--- src/rtl/funnel_pkg.sv ---
package funnel_pkg;
   typedef enum logic {
      DIR_TO_MEM   = 1'b0,
      DIR_FROM_MEM = 1'b1
   } funnel_dir_e;
endpackage

--- src/rtl/funnel_fifo.sv ---
module funnel_fifo #(
   parameter int W     = 36,
   parameter int DEPTH = 24
) (
   input  logic         clk,
   input  logic         rst_n,
   input  logic         push,
   input  logic [W-1:0] push_data,
   input  logic         pop,
   output logic [W-1:0] head,
   output logic         full,
   output logic         empty
);
   localparam int PTR_W = (DEPTH > 1) ? $clog2(DEPTH) : 1;
   localparam int LVL_W = $clog2(DEPTH + 1);
   localparam logic [PTR_W-1:0] LAST = PTR_W'(DEPTH - 1);

   logic [W-1:0]     store [DEPTH];
   logic [PTR_W-1:0] wp, rp, wp_nx, rp_nx;
   logic [LVL_W-1:0] level;

   generate
      if ((DEPTH & (DEPTH - 1)) == 0) begin : g_pow2
         assign wp_nx = wp + 1'b1;
         assign rp_nx = rp + 1'b1;
      end else begin : g_wrap
         assign wp_nx = (wp == LAST) ? '0 : wp + 1'b1;
         assign rp_nx = (rp == LAST) ? '0 : rp + 1'b1;
      end
   endgenerate

   assign full  = (level == LVL_W'(DEPTH));
   assign empty = (level == '0);
   assign head  = store[rp];

   always_ff @(posedge clk) begin
      if (push) store[wp] <= push_data;
   end

   always_ff @(posedge clk) begin
      if (!rst_n) begin
         wp    <= '0;
         rp    <= '0;
         level <= '0;
      end else begin
         if (push) wp <= wp_nx;
         if (pop)  rp <= rp_nx;
         if (push && !pop)      level <= level + 1'b1;
         else if (pop && !push) level <= level - 1'b1;
      end
   end


   no_overflow_chk: assert property (@(posedge clk) disable iff (!rst_n) push |-> !full);

   no_underflow_chk: assert property (@(posedge clk) disable iff (!rst_n) pop |-> !empty);
endmodule

--- src/rtl/funnel_narrow.sv ---
module funnel_narrow
   import funnel_pkg::*;
#(
   parameter int WORD_W = 32,
   parameter int CNT_W  = 16,
   localparam int BYTES  = WORD_W / 8,
   localparam int LANE_W = $clog2(BYTES)
) (
   input  logic              clk,
   input  logic              rst_n,
   input  logic              load,
   input  funnel_dir_e       dir,
   input  logic [LANE_W-1:0] off,
   input  logic [CNT_W-1:0]  count_in,
   input  logic              pio_busy,
   input  logic              dack,
   input  logic [7:0]        byte_in,
   input  logic              fifo_full,
   input  logic              fifo_empty,
   input  logic [WORD_W-1:0] head_data,
   output logic              push,
   output logic [WORD_W-1:0] push_data,
   output logic [BYTES-1:0]  push_be,
   output logic              pop,
   output logic              dreq,
   output logic [7:0]        byte_out,
   output logic              cnt_zero
);
   localparam logic [LANE_W-1:0] TOP_LANE = LANE_W'(BYTES - 1);

   logic [CNT_W-1:0]  cnt;
   logic [LANE_W-1:0] lane;
   logic [WORD_W-1:0] pk_data;
   logic [BYTES-1:0]  pk_be;
   logic              take, wrap;

   assign cnt_zero = (cnt == '0);
   assign dreq = !cnt_zero && !pio_busy &&
                 ((dir == DIR_TO_MEM) ? !fifo_full : !fifo_empty);
   assign take = dreq && dack;
   assign wrap = (lane == TOP_LANE) || (cnt == CNT_W'(1));
   assign push = take && wrap && (dir == DIR_TO_MEM);
   assign pop  = take && wrap && (dir == DIR_FROM_MEM);
   assign byte_out = head_data[{lane, 3'b000} +: 8];

   always_comb begin
      push_data = pk_data;
      push_data[{lane, 3'b000} +: 8] = byte_in;
      push_be = pk_be;
      push_be[lane] = 1'b1;
   end

   always_ff @(posedge clk) begin
      if (!rst_n) begin
         cnt     <= '0;
         lane    <= '0;
         pk_data <= '0;
         pk_be   <= '0;
      end else if (load) begin
         cnt     <= count_in;
         lane    <= off;
         pk_data <= '0;
         pk_be   <= '0;
      end else if (take) begin
         cnt <= cnt - 1'b1;
         if (wrap) begin
            lane    <= '0;
            pk_data <= '0;
            pk_be   <= '0;
         end else begin
            lane <= lane + 1'b1;
            if (dir == DIR_TO_MEM) begin
               pk_data <= push_data;
               pk_be   <= push_be;
            end
         end
      end
   end


   cnt_step_chk: assert property (@(posedge clk) disable iff (!rst_n)
      take |=> (cnt == $past(cnt) - 1'b1));
endmodule

--- src/rtl/funnel_wide.sv ---
module funnel_wide
   import funnel_pkg::*;
#(
   parameter int WORD_W = 32,
   parameter int ADDR_W = 32,
   parameter int CNT_W  = 16,
   localparam int BYTES  = WORD_W / 8,
   localparam int LANE_W = $clog2(BYTES)
) (
   input  logic              clk,
   input  logic              rst_n,
   input  logic              load,
   input  funnel_dir_e       dir,
   input  logic [ADDR_W-1:0] start_addr,
   input  logic [CNT_W-1:0]  count_in,
   input  logic              fifo_full,
   input  logic              fifo_empty,
   input  logic              rd_ack,
   input  logic              wr_ack,
   output logic [ADDR_W-1:0] addr,
   output logic              rd_req,
   output logic              wr_req,
   output logic              push,
   output logic              pop
);
   logic [CNT_W-1:0]  fetch_left, span;
   logic [LANE_W-1:0] fetch_off;
   logic              step;

   assign rd_req = (dir == DIR_FROM_MEM) && (fetch_left != '0) && !fifo_full;
   assign wr_req = (dir == DIR_TO_MEM) && !fifo_empty;
   assign push   = rd_req && rd_ack;
   assign pop    = wr_req && wr_ack;
   assign step   = push || pop;
   assign span   = CNT_W'(BYTES) - CNT_W'(fetch_off);

   always_ff @(posedge clk) begin
      if (!rst_n) begin
         addr       <= '0;
         fetch_left <= '0;
         fetch_off  <= '0;
      end else if (load) begin
         addr       <= {start_addr[ADDR_W-1:LANE_W], {LANE_W{1'b0}}};
         fetch_left <= (dir == DIR_FROM_MEM) ? count_in : '0;
         fetch_off  <= start_addr[LANE_W-1:0];
      end else if (step) begin
         addr <= addr + ADDR_W'(BYTES);
         if (push) begin
            fetch_left <= (fetch_left > span) ? fetch_left - span : '0;
            fetch_off  <= '0;
         end
      end
   end
endmodule

--- src/rtl/funnel_dma.sv ---
module funnel_dma
   import funnel_pkg::*;
#(
   parameter int WORD_W = 32,
   parameter int ADDR_W = 32,
   parameter int CNT_W  = 16,
   parameter int DEPTH  = 24,
   localparam int BYTES  = WORD_W / 8,
   localparam int LANE_W = $clog2(BYTES)
) (
   input  logic              clk,
   input  logic              rst_n,
   input  logic              start,
   input  logic              dir,
   input  logic [ADDR_W-1:0] start_addr,
   input  logic [CNT_W-1:0]  xfer_count,
   output logic              done,
   output logic              dreq,
   input  logic              dack,
   input  logic [7:0]        periph_rdata,
   output logic [7:0]        periph_wdata,
   output logic [ADDR_W-1:0] mem_addr,
   output logic              mem_rd_req,
   input  logic              mem_rd_ack,
   input  logic [WORD_W-1:0] mem_rd_data,
   output logic              mem_wr_req,
   input  logic              mem_wr_ack,
   output logic [WORD_W-1:0] mem_wr_data,
   output logic [BYTES-1:0]  mem_wr_be,
   input  logic              pio_rd,
   input  logic              pio_wr,
   input  logic [WORD_W-1:0] pio_wdata,
   output logic [WORD_W-1:0] pio_rdata
);
   localparam int ENT_W = WORD_W + BYTES;

   generate
      if (WORD_W % 8 != 0 || BYTES < 2 || (BYTES & (BYTES - 1)) != 0) begin : g_bad_width
         $error("funnel_dma: WORD_W must be a power-of-two count of bytes, at least 2");
      end
      if (DEPTH < 2) begin : g_bad_depth
         $error("funnel_dma: DEPTH must be at least 2");
      end
      if (ADDR_W <= LANE_W || CNT_W < 2) begin : g_bad_addr
         $error("funnel_dma: ADDR_W or CNT_W too small");
      end
   endgenerate

   funnel_dir_e       dir_q;
   logic              busy, load, pio_busy;
   logic              f_push, f_pop, f_full, f_empty;
   logic [ENT_W-1:0]  f_in, f_head;
   logic              n_push, n_pop, w_push, w_pop, cnt_zero;
   logic [WORD_W-1:0] n_data;
   logic [BYTES-1:0]  n_be;
   logic [7:0]        n_byte;

   assign load     = start && !busy;
   assign pio_busy = pio_rd || pio_wr;

   always_ff @(posedge clk) begin
      if (!rst_n) begin
         busy  <= 1'b0;
         done  <= 1'b0;
         dir_q <= DIR_TO_MEM;
      end else if (load) begin
         busy  <= 1'b1;
         done  <= 1'b0;
         dir_q <= funnel_dir_e'(dir);
      end else if (busy && cnt_zero && f_empty) begin
         busy <= 1'b0;
         done <= 1'b1;
      end
   end

   funnel_narrow #(.WORD_W(WORD_W), .CNT_W(CNT_W)) u_narrow (
      .clk(clk), .rst_n(rst_n), .load(load), .dir(dir_q),
      .off(start_addr[LANE_W-1:0]), .count_in(xfer_count),
      .pio_busy(pio_busy), .dack(dack), .byte_in(periph_rdata),
      .fifo_full(f_full), .fifo_empty(f_empty), .head_data(f_head[WORD_W-1:0]),
      .push(n_push), .push_data(n_data), .push_be(n_be), .pop(n_pop),
      .dreq(dreq), .byte_out(n_byte), .cnt_zero(cnt_zero)
   );

   funnel_wide #(.WORD_W(WORD_W), .ADDR_W(ADDR_W), .CNT_W(CNT_W)) u_wide (
      .clk(clk), .rst_n(rst_n), .load(load), .dir(funnel_dir_e'(load ? dir : dir_q)),
      .start_addr(start_addr), .count_in(xfer_count),
      .fifo_full(f_full), .fifo_empty(f_empty),
      .rd_ack(mem_rd_ack), .wr_ack(mem_wr_ack), .addr(mem_addr),
      .rd_req(mem_rd_req), .wr_req(mem_wr_req), .push(w_push), .pop(w_pop)
   );

   assign f_push = (dir_q == DIR_TO_MEM) ? n_push : w_push;
   assign f_pop  = (dir_q == DIR_TO_MEM) ? w_pop  : n_pop;
   assign f_in   = (dir_q == DIR_TO_MEM) ? {n_be, n_data} : {{BYTES{1'b1}}, mem_rd_data};

   funnel_fifo #(.W(ENT_W), .DEPTH(DEPTH)) u_fifo (
      .clk(clk), .rst_n(rst_n), .push(f_push), .push_data(f_in), .pop(f_pop),
      .head(f_head), .full(f_full), .empty(f_empty)
   );

   assign mem_wr_data  = f_head[WORD_W-1:0];
   assign mem_wr_be    = f_head[ENT_W-1:WORD_W];
   assign periph_wdata = pio_wr ? pio_wdata[7:0] : n_byte;
   assign pio_rdata    = pio_rd ? {{(WORD_W-8){1'b0}}, periph_rdata} : '0;


   wr_be_chk: assert property (@(posedge clk) disable iff (!rst_n)
      mem_wr_req |-> (mem_wr_be != '0));

   done_quiet_chk: assert property (@(posedge clk) disable iff (!rst_n)
      done |-> (!dreq && !mem_rd_req && !mem_wr_req));

   pio_hold_chk: assert property (@(posedge clk) disable iff (!rst_n)
      (pio_rd || pio_wr) |-> !dreq);
endmodule

--- config.mk ---
export PLATFORM = sky130hd
export DESIGN_NAME = funnel_dma
export DESIGN_NICKNAME = d
export VERILOG_FILES = /design/src/rtl/funnel_pkg.sv /design/src/rtl/funnel_fifo.sv /design/src/rtl/funnel_narrow.sv /design/src/rtl/funnel_wide.sv /design/src/rtl/funnel_dma.sv
export SDC_FILE = /design/constraint.sdc
export NUM_CORES = 1
export LEC_CHECK = 0
export ABC_AREA = 1
export ABC_CLOCK_PERIOD_IN_PS = 4500
export BUFFER_PORTS_ARGS = -buffer_cell sky130_fd_sc_hd__buf_2
export CAP_MARGIN = 20
export CORE_UTILIZATION = 45
export CTS_BUF_LIST = sky130_fd_sc_hd__clkbuf_8 sky130_fd_sc_hd__clkbuf_16
export DETAILED_ROUTE_END_ITERATION = 8
export PLACE_DENSITY_LB_ADDON = 0.15
export SLEW_MARGIN = 40
export SYNTH_ARGS = -nofsm -noshare
export SYNTH_HDL_FRONTEND = slang
export SYNTH_SLANG_ARGS = --single-unit
--- constraint.sdc ---
create_clock -name clk -period 4.5 [get_ports clk]
set_clock_uncertainty 0.1 [all_clocks]
set_input_delay 0.45 -clock clk [delete_from_list [all_inputs] [get_ports clk]]
set_output_delay 0.45 -clock clk [all_outputs]
set_load 0.005 [all_outputs]
==> results.py, run 1 <==
metrics = {
    "worst_setup_path": {
        "endpoint_kind": "output port",
        "crit_top_cell": "nand2_1",
        "path_cells": "inv_8, buf_4, nand2_1, nand3_1, nand3_1, nand3_1, nand2_1, nand2_1, nand3_1, nand3_1, nand2_1, nand2_1, nand2_1, buf_2",
        "worstPathArrival_ns": 3.48,
        "cpMaxStageDelayCell": "buf_4",
        "critPathMaxFanout": 76,
        "crit_type": "flip-flop to output port",
        "worstSetupStartpointType": "flip-flop",
        "cp_data_required_time_ns": 3.95,
        "slowest_delay_ns": 0.44,
    },
    "sta": {
        "finalHoldViolCount": 0,
        "maxSlewViolCount": 0,
        "fin_hold_ws_ns": 0.0361,
        "period_share_pct": 89.5,
        "max_freq_mhz": 248,
        "period_needed_ns": 4.03,
        "worst_pin_slew_ns": 0.891,
        "worst_slew_margin_rel_pct": 40.6,
        "setup_viol": 0,
        "rsz0062_at_grt": "no",
        "setup-tns-final_ns": 0,
    },
    "placed_design": {
        "hpwlAfterDp_mm": 75.5,
        "place_area_sq_mm": 0.0469,
        "numPortBuffers": 190,
        "gp_congestion": 0.891,
    },
    "logic_synthesis": {
        "synth_flop_cell": "edfxtp_1",
        "synth_cells": 4559,
        "synthDistinctLibCells": 50,
        "synth_seq_cells": 989,
        "synth_edf_count": 864,
        "synth_area_leaders": "edfxtp_1, nand2_1, dfxtp_1, nand3_1, nor2_1",
        "synth_top_area_share_pct": 58.4,
        "syn-cell-area_sq_mm": 0.0444,
        "yosys_warnings": 0,
        "seq_area_frac_synth_pct": 64.0,
        "synth.avg_cell_area_sq_um": 9.75,
        "yosysTopAreaCell": "edfxtp_1",
        "async_reset_ff_share_pct": 0,
    },
    "cts": {
        "cts.path.max_buffers": 3,
        "cts.sinks": 989,
        "cts_resized": 0,
        "htree_levels": 3,
        "post_cts_buffers": 0,
        "clkTransAtPathRegs_ns": 0.06,
        "cts_tree": "done",
        "clk_latency_ns": 0.70,
        "cts-root-buf": "clkbuf_16",
        "numCtsBuffers": 107,
        "cts_hold_buf": 28,
    },
    "grt": {
        "antenna_found_initial": 22,
        "use_met1_pct": 36.4,
        "grt_max_degree": 122,
        "grt_busiest_layer": "met2",
        "grtUsageMet2_pct": 41.1,
        "gr-usage-all-layers_pct": 26.1,
        "grt_pass1_vias": 30500,
        "gr-usage-met3_pct": 5.41,
        "globalRouteOverflowTotal": 0,
        "grt_pass1_wl_mm": 193,
    },
    "die": {
        "fp.dieW_um": 316,
        "core_area_sq_mm": 0.0973,
        "die_h_um": 316,
        "rows": 114,
        "start_util_pct": 45.7,
        "dieArea_sq_mm": 0.100,
        "io_pins": 241,
    },
    "power_and_ir_drop": {
        "power_mw": 24.0,
        "cellPowerDensity_mw_per_mm2": 475,
        "leakage_nw": 19.8,
        "internal-power_mw": 16.4,
        "power.share.combinational_pct": 22.4,
        "swShare_pct": 31.5,
        "ir_worst_vdd_mv": 0.355,
        "p_switching_mw": 7.55,
        "p_seq_share_pct": 43.0,
        "pwr-share-clk_pct": 34.6,
    },
    "finish": {
        "utilization_pct": 51.9,
        "design_area_sq_mm": 0.0505,
        "fin_nets": 4889,
        "drive_above_1_share_pct": 10.7,
        "area_delta_synth_final_pct": 13.6,
    },
    "detailed_routing": {
        "routed_via_density": 5.38,
        "route.detailed.drc": 0,
        "routed_wl_mm": 132,
        "wl_per_cell_um": 21.6,
        "drtAntennaViolNets": 0,
        "drtIter0Drc": 3241,
        "dr.pass1.iters": 5,
        "vias": 32800,
    },
    "flow_run": {
        "maxCapViolations": 0,
    },
    "hold_path": {
        "min_path_type": "input pin to flip-flop",
    },
    "status": {
        "outcome": "complete, no violations",
    },
}
==> registers in the layout, summed over array words and instances (netlist names), 4 cells and up, named ones only <==
name / cells
u_wide.fetch_left: 16
u_fifo.wp: 5
u_fifo.level: 5
u_narrow.pk_data: 32
u_narrow.pk_be: 4
u_fifo.rp: 5
u_fifo.store: 864
u_narrow.cnt: 16
u_wide.addr: 30
==> cells in the final DEF (no fill, tap or decap), types with 8 or more instances in the layout <==
master         Yosys  routed
nand4_1           14      14
a31oi_1           13      13
nor2_4             3      26
dlygate4sd3_1      0      28
inv_1            369     392
dfxtp_1          125     118
o221ai_1          18      18
clkinv_1           4      32
ha_1              25      25
a21oi_1          114     114
nand3_1          459     459
and2_1            10      10
nor2_1           437     414
o211ai_1          17      17
buf_12             0      24
clkinv_2           0      14
nand2_2            9      20
buf_2             83     190
nor3_1            22      21
xor2_1            17      17
xnor2_1            8       8
o22ai_1           42      42
or2_2             10      10
conb_1             1      26
clkbuf_16          0     107
edfxtp_1         864     864
o21ai_0          291     291
nand2_1         1350    1339
buf_4             54      71
o21ai_1           13      13
==> per-stage QoR <==
stage | worst slack [ns] | std cells
after floorplan | 0.130 | 4584
after global placement | 0.949 | 5870
after detailed placement | 1.00 | 5872
after CTS | 0.472 | 6098
after global routing | 0.183 | 6098
final | 0.474 | 6103
==> final timing paths <==
check | start | to | slack [ns] | depth (start not counted)
min | start_addr[0] | u_wide.fetch_off[0] | 0.04 | 3
min reg2reg | u_narrow.pk_be[3] | u_narrow.pk_be[3] | 0.36 | 2
max reg2reg | u_narrow.cnt[12] | u_fifo.level[4] | 1.01 | 17
max | flip-flop | periph_wdata[5] | 0.47 | 14
==> power by group through the flow <==
stage | Sequential [mW] | Combinational, mW | Clock (mW)
CTS | 10.3 | 5.37 | 8.41
global route | 10.3 | 6.02 | 8.74
finish | 10.3 | 5.37 | 8.30
floorplan | 10.4 | 3.70 | 0
detailed placement | 10.5 | 5.33 | 0
global placement | 10.5 | 5.28 | 0
==> synthesized netlist by cell type (6+ instances only) <==
cell type	instances
nand2_1	1350
edfxtp_1	864
nand3_1	459
nor2_1	437
inv_1	369
o21ai_0	291
dfxtp_1	125
a21oi_1	114
clkbuf_1	94
buf_2	83
buf_4	54
o22ai_1	42
ha_1	25
buf_1	23
nor3_1	22
buf_6	20
o221ai_1	18
o211ai_1	17
xor2_1	17
nand4_1	14
a31oi_1	13
o21ai_1	13
and2_1	10
or2_2	10
nand2_2	9
xnor2_1	8
inv_2	6
==> layer usage <==
| layer | share of wire, % | vias up |
|---|---|---|
| met5 | 0.12 | - |
| met4 | 3.3 | 26 |
| met3 | 8.3 | 250 |
| met2 | 45 | 1294 |
| met1 | 43 | 15700 |
| li1 | - | 15600 |
==> final cells by class <==
cell class / instances / area [sq um]
fill: 8777 / 46800
sequential: 989 / 28500
multi-input combinational: 2941 / 13400
clock buffer: 114 / 2770
timing repair buffer: 315 / 2300
tap: 1276 / 1600
inverter: 379 / 1440
clock inverter: 84 / 541
antenna: 5 / 12.5
==> cell families after synthesis <==
family	synth area share (%)
other	0.00844
and+or+nand+nor	21.6
xor gates and xnor gates	0.493
adders and majority gates	0.794
DFF	64.0
AOI/OAI and AO/OA	6.46
muxes	0.0676
buffers and inverters	6.56
==> worst max-delay path, delay by kind of cell, from the launching register on <==
| kind | cells | cell delay, ns |
|---|---|---|
| buffers and inverters | 3 | 0.94 |
| DFF | 1 | 0.39 |
| and+or+nand+nor | 11 | 1.42 |
Note: power is estimated with default switching activity, not from simulation.
==> run 2: changes to the inputs <==
--- a/config.mk
+++ b/config.mk
@@ -5,7 +5,6 @@
 export SDC_FILE = /design/constraint.sdc
 export NUM_CORES = 1
 export LEC_CHECK = 0
-export ABC_AREA = 1
 export ABC_CLOCK_PERIOD_IN_PS = 4500
 export BUFFER_PORTS_ARGS = -buffer_cell sky130_fd_sc_hd__buf_2
 export CAP_MARGIN = 20
==> results.py, run 2 <==
metrics = {
    "logic_synthesis": {
        "synth_edf_count": 864,
        "synth_area_leaders": "edfxtp_1, mux4_2, dfxtp_1, mux2i_1, a21oi_1",
        "async_reset_ff_share_pct": 0,
        "synth_top_area_share_pct": 63.4,
        "seq_area_frac_synth_pct": 69.6,
        "syn-cell-area_sq_mm": 0.0409,
        "synth_cells": 2625,
        "synth_flop_cell": "edfxtp_1",
        "yosysTopAreaCell": "edfxtp_1",
        "yosys.cell_count.top_type": "edfxtp_1",
        "yosys_warnings": 0,
        "synth_seq_cells": 989,
        "synth_common_cells": "edfxtp_1, mux2i_1, nand2_1",
        "synthDistinctLibCells": 79,
        "synth.avg_cell_area_sq_um": 15.6,
    },
    "worst_setup_path": {
        "r2r_slack_ns": 0.62,
        "cp_data_required_time_ns": 3.95,
        "worstPathArrival_ns": 3.83,
        "worstRegToRegCells": 12,
        "endpoint_kind": "output port",
        "r2r_start": "u_narrow.cnt[11]",
        "worstReg2RegEnd": "u_fifo.level[4]",
        "slowest_delay_ns": 0.68,
        "path_cells": "buf_4, and3b_1, a22oi_1, nand3_1, o22ai_1, nor3_1, buf_2",
        "cpMaxStageDelayCell": "dfxtp_4",
        "crit_end": "periph_wdata[4]",
        "worstSetupStartpointType": "flip-flop",
        "critPathMaxFanout": 27,
        "crit_type": "flip-flop to output port",
    },
    "finish": {
        "drive_above_1_share_pct": 21.6,
        "fin_nets": 3064,
        "utilization_pct": 52.8,
        "fillCellCount": 7312,
        "regMostFlops": "u_fifo.store",
        "register_area_sq_mm": 0.0285,
        "area_delta_synth_final_pct": 16.3,
        "layout_commonest_cell": "edfxtp_1",
        "largest_reg_flops": 864,
        "multi_input_area_sq_mm": 0.0118,
        "reg_top3": "u_fifo.store x864, u_narrow.pk_data x32, u_wide.addr x30",
        "final_cell_mix": "edfxtp_1, mux2i_1, buf_2",
    },
    "cts": {
        "cts.sinks": 989,
        "clk_latency_ns": 0.67,
        "cts.path.max_buffers": 3,
        "cts-root-buf": "clkbuf_16",
        "clkTransAtPathRegs_ns": 0.06,
        "htree_levels": 3,
        "cts_tree": "done",
        "numCtsBuffers": 103,
    },
    "die": {
        "rows": 110,
        "core_area_sq_mm": 0.0900,
        "dieArea_sq_mm": 0.0921,
        "fp.dieW_um": 303,
        "start_util_pct": 45.4,
        "io_pins": 241,
        "die_h_um": 303,
    },
    "flow_run": {
        "maxCapViolations": 0,
    },
    "sta": {
        "rsz0062_at_grt": "no",
        "maxSlewViolCount": 0,
        "setup_viol": 0,
        "setup-tns-final_ns": 0,
        "finalHoldViolCount": 0,
        "max_freq_mhz": 228,
        "period_share_pct": 97.3,
        "period_needed_ns": 4.38,
        "worst_slew_margin_rel_pct": 44.8,
        "worst_pin_slew_ns": 0.827,
    },
    "detailed_routing": {
        "drtIter0Drc": 2434,
        "wl_per_cell_um": 27.4,
        "routed_via_density": 6.00,
        "vias": 25100,
        "routed_wl_mm": 115,
        "drtAntennaViolNets": 0,
        "dr.pass1.iters": 6,
        "route.detailed.drc": 0,
    },
    "status": {
        "outcome": "complete, no violations",
    },
    "placed_design": {
        "gp_congestion": 0.879,
        "numPortBuffers": 190,
        "hpwlAfterDp_mm": 68.0,
    },
    "grt": {
        "grt_pass1_wl_mm": 165,
        "grt_pass1_vias": 25100,
        "grt_max_degree": 73,
        "globalRouteOverflowTotal": 0,
        "gr-usage-all-layers_pct": 24.8,
        "antenna_found_initial": 18,
    },
    "power_and_ir_drop": {
        "ir_worst_vdd_mv": 0.246,
        "cellPowerDensity_mw_per_mm2": 463,
        "power_mw": 22.0,
        "leakage_nw": 15.8,
    },
    "hold_path": {
        "min_path_type": "input pin to flip-flop",
        "hp-start": "xfer_count[5]",
    },
}
run 2: changes by cell type after synthesis, sizes merged, moves of 209 or more:
cell   before  now
nand2    1360  140
nand3     461   64
nor2      446  117
mux2i       3  220
o21ai     305   96
inv       375   23
run 2: worst max-delay path: cells and delay by family, from the launching register on:
kind                   cells  cell delay (ns)
and+or+nand+nor            3             1.45
buffers and inverters      2             0.60
DFF                        1             0.68
AOI/OAI and AO/OA          2             0.43
run 2: cell families (layout without fill, tap and decap cells):
| family | Yosys count | in the layout | share of synthesized area, % |
|---|---|---|---|
| mux | 345 | 345 | 12.0 |
| flops | 989 | 989 | 69.6 |
| compound gates | 510 | 510 | 8.44 |
| xor+xnor | 26 | 26 | 0.557 |
| buf+inv | 211 | 555 | 2.42 |
| other cells | 1 | 31 | 0.00917 |
| simple gates | 516 | 516 | 6.19 |
| fa+ha+maj | 27 | 27 | 0.863 |
run 2: area by class of cell:
cell class | count | area share [%]
inverters | 27 | 0.213
well taps | 1176 | 3.09
repair buffers | 337 | 5.23
clock inverters | 86 | 1.26
diodes | 5 | 0.0263
multi-input cells | 1450 | 24.8
flip-flops and latches | 989 | 59.8
clock buffers | 105 | 5.50
run 2: worst min-delay path by stage:
stage	end	slack, ns	depth (start not counted)
final	u_narrow.cnt[5]	0.03	3
after global routing	u_wide.addr[26]	0.02	4
after CTS	u_narrow.cnt[12]	0.0009	3
after detailed placement	u_narrow.pk_be[3]	0.32	2
after global placement	u_narrow.pk_be[3]	0.31	2
after floorplan	u_narrow.pk_be[3]	0.30	2
run 2: through the flow:
| step | worst slack (ns) | cell area (sq um) | instances | hold WS, ns |
|---|---|---|---|---|
| floorplan | 0.491 | 41000 | 2650 | 0.304 |
| global placement | 0.676 | 44000 | 3956 | 0.313 |
| detailed placement | 0.643 | 44000 | 3956 | 0.316 |
| CTS | 0.0316 | 47500 | 4169 | 0.000897 |
| global route | 0.0299 | 47600 | 4174 | 0.0209 |
| finish | 0.122 | 47600 | 4175 | 0.0256 |
run 2: repair_timing:
item,CTS,global route
hold buffers,22,0
hold endpoints to repair,24,0
setup buffers,0,1
gates resized for setup,1,3
setup endpoints to repair,1,6
pin swaps,0,0
run 2: per-layer routing:
metal | vias to the layer above | routed length (um) | GRT usage [%] | part of all wire [%]
met5 | - | 113 | 0 | 0.099
met4 | 18 | 3080 | 7.32 | 2.7
met3 | 211 | 8070 | 4.38 | 7.0
met2 | 978 | 54800 | 40.3 | 48
met1 | 12900 | 48500 | 34.1 | 42
li1 | 11000 | - | - | -
run 2: where the power goes:
group | switching [mW] | internal (mW)
clock network | 3.52 | 4.60
registers | 0.201 | 10.1
logic | 2.01 | 1.53
total | 5.73 | 16.3
